<file path="src/rtl/trim_cfg_pkg.sv">
package trim_cfg_pkg;
    localparam int SMALL_BITS  = 12;
    localparam int LARGE_BITS  = 15;
    localparam int SMALL_BANKS = 2;
    localparam int LARGE_BANKS = 2;
    localparam int CHAIN_BITS  = SMALL_BANKS * SMALL_BITS + LARGE_BANKS * LARGE_BITS;
endpackage

</file>
<file path="src/rtl/trim_shift_chain.sv">
module trim_shift_chain #(
    parameter int N = 54
) (
    input  logic         clk,
    input  logic         rst_n,
    input  logic         ser_in,
    output logic [N-1:0] chain_o,
    output logic         ser_out
);
    typedef struct packed {
        logic [N-1:0] stage;
    } rise_t;

    typedef struct packed {
        logic [N-1:0] stage;
    } fall_t;

    rise_t rise_d, rise_q;
    fall_t fall_d, fall_q;

    // next-state: rising stages take the preceding falling stage
    always_comb begin
        rise_d       = rise_q;
        rise_d.stage = {fall_q.stage[N-2:0], ser_in};
    end

    always_ff @(posedge clk or negedge rst_n) begin
        if (!rst_n) rise_q <= '0;
        else        rise_q <= rise_d;
    end

    // next-state: falling stages take the rising stage of the same index
    always_comb begin
        fall_d       = fall_q;
        fall_d.stage = rise_q.stage;
    end

    always_ff @(negedge clk or negedge rst_n) begin
        if (!rst_n) fall_q <= '0;
        else        fall_q <= fall_d;
    end

    assign chain_o = fall_q.stage;
    assign ser_out = fall_q.stage[N-1];

    p_reset_clears_r1: assert property (@(posedge clk)
        !rst_n |=> (rise_q == '0 && fall_q == '0));

    p_head_samples_input_r4: assert property (@(posedge clk) disable iff (!rst_n)
        1'b1 |=> rise_q.stage[0] == $past(ser_in));

    for (genvar k = 1; k < N; k++) begin : g_rise_chk
        p_rise_follows_fall_r2: assert property (@(posedge clk) disable iff (!rst_n)
            1'b1 |=> rise_q.stage[k] == $past(fall_q.stage[k-1]));
    end

    for (genvar k = 0; k < N; k++) begin : g_fall_chk
        p_fall_follows_rise_r3: assert property (@(negedge clk) disable iff (!rst_n)
            1'b1 |=> fall_q.stage[k] == $past(rise_q.stage[k]));
    end
endmodule

</file>
<file path="src/rtl/trim_hold_reg.sv">
module trim_hold_reg #(
    parameter int N = 54
) (
    input  logic         clk,
    input  logic         rst_n,
    input  logic         load_en,
    input  logic [N-1:0] chain_i,
    output logic [N-1:0] hold_o
);
    typedef struct packed {
        logic [N-1:0] bits;
    } hold_t;

    hold_t hold_d, hold_q;

    always_comb begin
        hold_d = hold_q;
        if (load_en) hold_d.bits = chain_i;
    end

    always_ff @(posedge clk or negedge rst_n) begin
        if (!rst_n) hold_q <= '0;
        else        hold_q <= hold_d;
    end

    assign hold_o = hold_q.bits;

    p_hold_reset_r1: assert property (@(posedge clk)
        !rst_n |=> hold_q == '0);

    p_load_captures_r5: assert property (@(posedge clk) disable iff (!rst_n)
        load_en |=> hold_q.bits == $past(chain_i));

    p_hold_stable_r6: assert property (@(posedge clk) disable iff (!rst_n)
        !load_en |=> $stable(hold_q));
endmodule

</file>
<file path="src/rtl/trim_cfg_shift.sv">
module trim_cfg_shift
    import trim_cfg_pkg::*;
#(
    parameter int SB = SMALL_BITS,
    parameter int LB = LARGE_BITS,
    parameter int NS = SMALL_BANKS,
    parameter int NL = LARGE_BANKS
) (
    input  logic                  clk,
    input  logic                  rst_n,
    input  logic                  ser_in,
    input  logic                  load_en,
    output logic                  ser_out,
    output logic [NS-1:0][SB-1:0] small_trim_en,
    output logic [NL-1:0][LB-1:0] large_trim_en
);
    localparam int SMALL_TOTAL = NS * SB;
    localparam int TOTAL       = SMALL_TOTAL + NL * LB;

    logic [TOTAL-1:0] chain_w;
    logic [TOTAL-1:0] hold_w;

    trim_shift_chain #(.N(TOTAL)) u_chain (
        .clk     (clk),
        .rst_n   (rst_n),
        .ser_in  (ser_in),
        .chain_o (chain_w),
        .ser_out (ser_out)
    );

    trim_hold_reg #(.N(TOTAL)) u_hold (
        .clk     (clk),
        .rst_n   (rst_n),
        .load_en (load_en),
        .chain_i (chain_w),
        .hold_o  (hold_w)
    );

    // bank map: small banks nearest the input, large banks at the far end
    for (genvar i = 0; i < NS; i++) begin : g_small
        assign small_trim_en[i] = hold_w[i*SB +: SB];
    end

    for (genvar j = 0; j < NL; j++) begin : g_large
        assign large_trim_en[j] = hold_w[SMALL_TOTAL + j*LB +: LB];
    end

    p_out_zero_in_reset_r1: assert property (@(posedge clk)
        !rst_n |=> (ser_out == 1'b0 && small_trim_en == '0 && large_trim_en == '0));
endmodule

</file>
<file path="config.mk">
export PLATFORM = sky130hd
export DESIGN_NAME = trim_cfg_shift
export DESIGN_NICKNAME = d
export VERILOG_FILES = /design/src/rtl/trim_cfg_pkg.sv /design/src/rtl/trim_shift_chain.sv /design/src/rtl/trim_hold_reg.sv /design/src/rtl/trim_cfg_shift.sv
export SDC_FILE = /design/constraint.sdc
export NUM_CORES = 1
export LEC_CHECK = 0
export BUFFER_PORTS_ARGS = -buffer_cell sky130_fd_sc_hd__buf_2
export CORE_UTILIZATION = 56
export DETAILED_ROUTE_END_ITERATION = 6
export PLACE_DENSITY = 0.87
export REMOVE_ABC_BUFFERS = 1
export SYNTH_ARGS = -nofsm -noshare
export SYNTH_HDL_FRONTEND = slang
export SYNTH_SLANG_ARGS = --single-unit
export TNS_END_PERCENT = 1
</file>
<file path="constraint.sdc">
create_clock -name clk -period 1.04 [get_ports clk]
set_clock_uncertainty 0.05 [all_clocks]
set_input_delay 0.208 -clock clk [delete_from_list [all_inputs] [get_ports clk]]
set_output_delay 0.208 -clock clk [all_outputs]
set_load 0.05 [all_outputs]
</file>
-- Word level (Yosys, flattened, before mapping)
Cells that the tools add are included.
Widths: inputs -> output; s select.
- bits in latches: 0
- memories: 0
- bits in writable memories: 0
- ROM bits: 0
- output and inout bits: 55
- logic and storage cells: 3
- flip-flop bits (word level): 162
- bits of input ports: 4
- div/mod/pow operators: 0
- eq/ne operators: 0
- reduce and logical (&&, ||, !) cells: 0
- add/sub/neg operators: 0
- multiplexer cells: 0
- bitwise logic cells: 0
- shifts and indexed selects: 0
- $mul: 0
- $lt $le $gt $ge: 0

-- Depth between registers and ports, before layout
- word-level depth: 0
- depth in mapped cells: 3
- gate-level depth less buffers: 1

-- Hierarchy
A second synthesis with hierarchy kept.
- cells, all modules: 223
- area, all modules: 4968.5 um^2
- by module, submodules not included (module ; sequential area each (um^2) ; area an instance (um^2) ; times used ; cells an instance):
    trim_shift_chain ; 2702.6 ; 2710.1 ; 1 ; 109
    trim_hold_reg ; 1351.3 ; 2258.4 ; 1 ; 114

==> flow_summary.yaml <==
worst_setup_path:
  path_cells: "buf_6"
  critPathKind: "reg -> out"
  cp_num_buf_inv: 1
  max_stage_delay_ps: 440
  critPathRequiredTime_ps: 780
  critPathMaxFanout: 2
  path_delay_family: "flip-flops"
  start_kind: "flip-flop"
  cp.arrival_ps: 1570
  crit_path_top_delay_cell: "dfrtn_1"
  worst_setup_path_end_kind: "output port"
place:
  hpwl_um: 4737
  io_buffers: 58
  dp.cells: 409
  globalplace.congestion: 0.6655
clock_tree:
  clk_latency_ps: 510
  cts_tree: "built"
  path_clk_slew_ps: 70
  clkSinkCount: 162
  numCtsBuffers: 17
  cts_buffer_depth: 2
  h-tree-depth: 4
  root_buffer: "clkbuf_8"
die:
  ios: 59
  rows: 33
  core-area_um2: 8382
  initial_core_util_pct: 59.19
  die_x_um: 96.12
  die_area_um2: 9239
  die_h_um: 96.12
outcome:
  violations: "negative setup slack"
  status: "finished with violations"
routing:
  drt-total-wl_um: 8499
  vias: 2191
  wire_per_inst_um: 19.10
  drc: 0
  firstDrtPassIters: 4
  drt_iter0_markers: 33
  vias_per_cell: 4.924
  ant_nets: 0
power_and_ir_drop:
  p_leak_nw: 3.345
  finalPower_mw: 13.66
  ir_worst_vdd_mv: 1.478
  power.density_nw_per_um2: 2090
logic_synthesis:
  yosys_warnings: 0
  seq_area_frac_synth_pct: 81.72
  postSynthCellCount: 222
  synth-seq-cells: 162
  syn_area_um2: 4961
  postSynthAreaPerCell_um2: 22.35
  synthDistinctLibCells: 6
cells_and_area:
  fin_cells: 445
  drive_above_1_share_pct: 51.18
  nets: 331
  nFillCells: 425
  area_growth_pct: 31.73
  finish.utilization_pct: 77.97
  antennaDiodeCount: 0
hold_path:
  worst_hold_path_type: "in -> reg"
grt:
  antenna_found_initial: 0
  grtUsageTotal_pct: 20.99
  grt_max_degree: 39
  grt_overflow: 0
  grt_pass1_vias: 2536
  grt_pass1_wl_um: 13570
timing:
  rsz0062_at_grt: "true"
  hold_viol: 0
  worstMarginPinSlew_ps: 730.2
  fin_ws_ps: -785.3
  slew_headroom_pct: 51.16
  fin_setup_tns_ps: -56640
  slew_violations: 0
  setup_viol: 262
flow_run:
  maxCapViolCount: 0
[path summary, 6_finish.rpt]
kind | start | end | slack, ps | cells after the start
worst min register to register | u_hold.hold_o[37] | u_hold.hold_o[37] | 490 | 1
max in group asynchronous | rst_n | u_chain.chain_o[46] | -460 | 3
worst max-delay path | u_chain.chain_o[53] | ser_out | -790 | 1
worst min-delay path | load_en | u_hold.hold_o[41] | 210 | 3
worst max register to register | u_chain.chain_o[53] | u_hold.hold_o[53] | -340 | 2
min in group asynchronous | rst_n | u_chain.fall_d[40] | 220 | 2
[sequential cells by signal (all words and copies together), names as in the netlist]
signal	cells
u_hold.hold_o	54
u_chain.fall_d	54
u_chain.chain_o	54
[power breakdown]
part | internal [mW] | switching [mW] | leakage (nW)
clock network | 3.46 | 2.53 | 0.279
logic | 0.423 | 0.600 | 0.971
registers | 6.51 | 0.131 | 2.09
total | 10.4 | 3.26 | 3.35
[cell usage after synthesis]
cell       n  share of area (%)
mux2_2     4               0.91
mux2_4    50                 15
dfrtn_1   54                 27
buf_6      1               0.23
buf_12     5                2.0
dfrtp_1  108                 54
[per-layer routing]
metal | part of all wire, % | GRT usage, %
met1 | 43 | 27.16
met2 | 51 | 33.75
met5 | 0 | 0
met4 | 1.0 | 7.090
met3 | 4.8 | 6.793
[timing repair]
action | 4_1_cts | 5_1_grt
resized for setup | 112 | 1
endpoints found under the hold margin | 111 | 109
setup endpoints to repair | 177 | 269
hold buffers | 3 | 1
setup buffers | 1 | 0
[area by class of cell]
cell class              instances  area (um^2)  area share [%]
clock buffers                  18        417.9           6.395
repair buffers                 92        968.4           14.82
well taps                     105        131.4           2.010
multi-input cells              54        807.0           12.35
flip-flops and latches        162         4054           62.03
clock inverters                14        156.4           2.393
[cell families (layout without fill, tap and decap cells)]
| family | count (synthesis) | after routing | synth area share [%] |
|---|---|---|---|
| flip-flops | 162 | 162 | 81.72 |
| multiplexers | 54 | 54 | 16.04 |
| buffers and inverters | 6 | 124 | 2.245 |
[per-stage QoR]
step | hold slack [ps] | setup WS [ps] | cell area [um^2]
final | 212.3 | -785.3 | 6535
after global routing | 198.8 | -851.4 | 6535
after CTS | 201.9 | -782.6 | 6531
after detailed placement | -17.52 | -396.3 | 5568
after global placement | -16.33 | -372.1 | 5568
after floorplan | -137.6 | -490.8 | 4850
[placed cells by master, fill, tap and decap left out, types with 2 or more instances in the layout]
master,instances
bufinv_16,2
inv_8,2
buf_6,56
clkinv_2,3
dfrtn_1,54
buf_12,5
dfrtp_1,108
clkinvlp_4,2
inv_6,2
buf_4,27
clkinv_4,3
dlygate4sd3_1,3
mux2_4,53
clkbuf_16,16
Power figures use the tool's default switching activity.
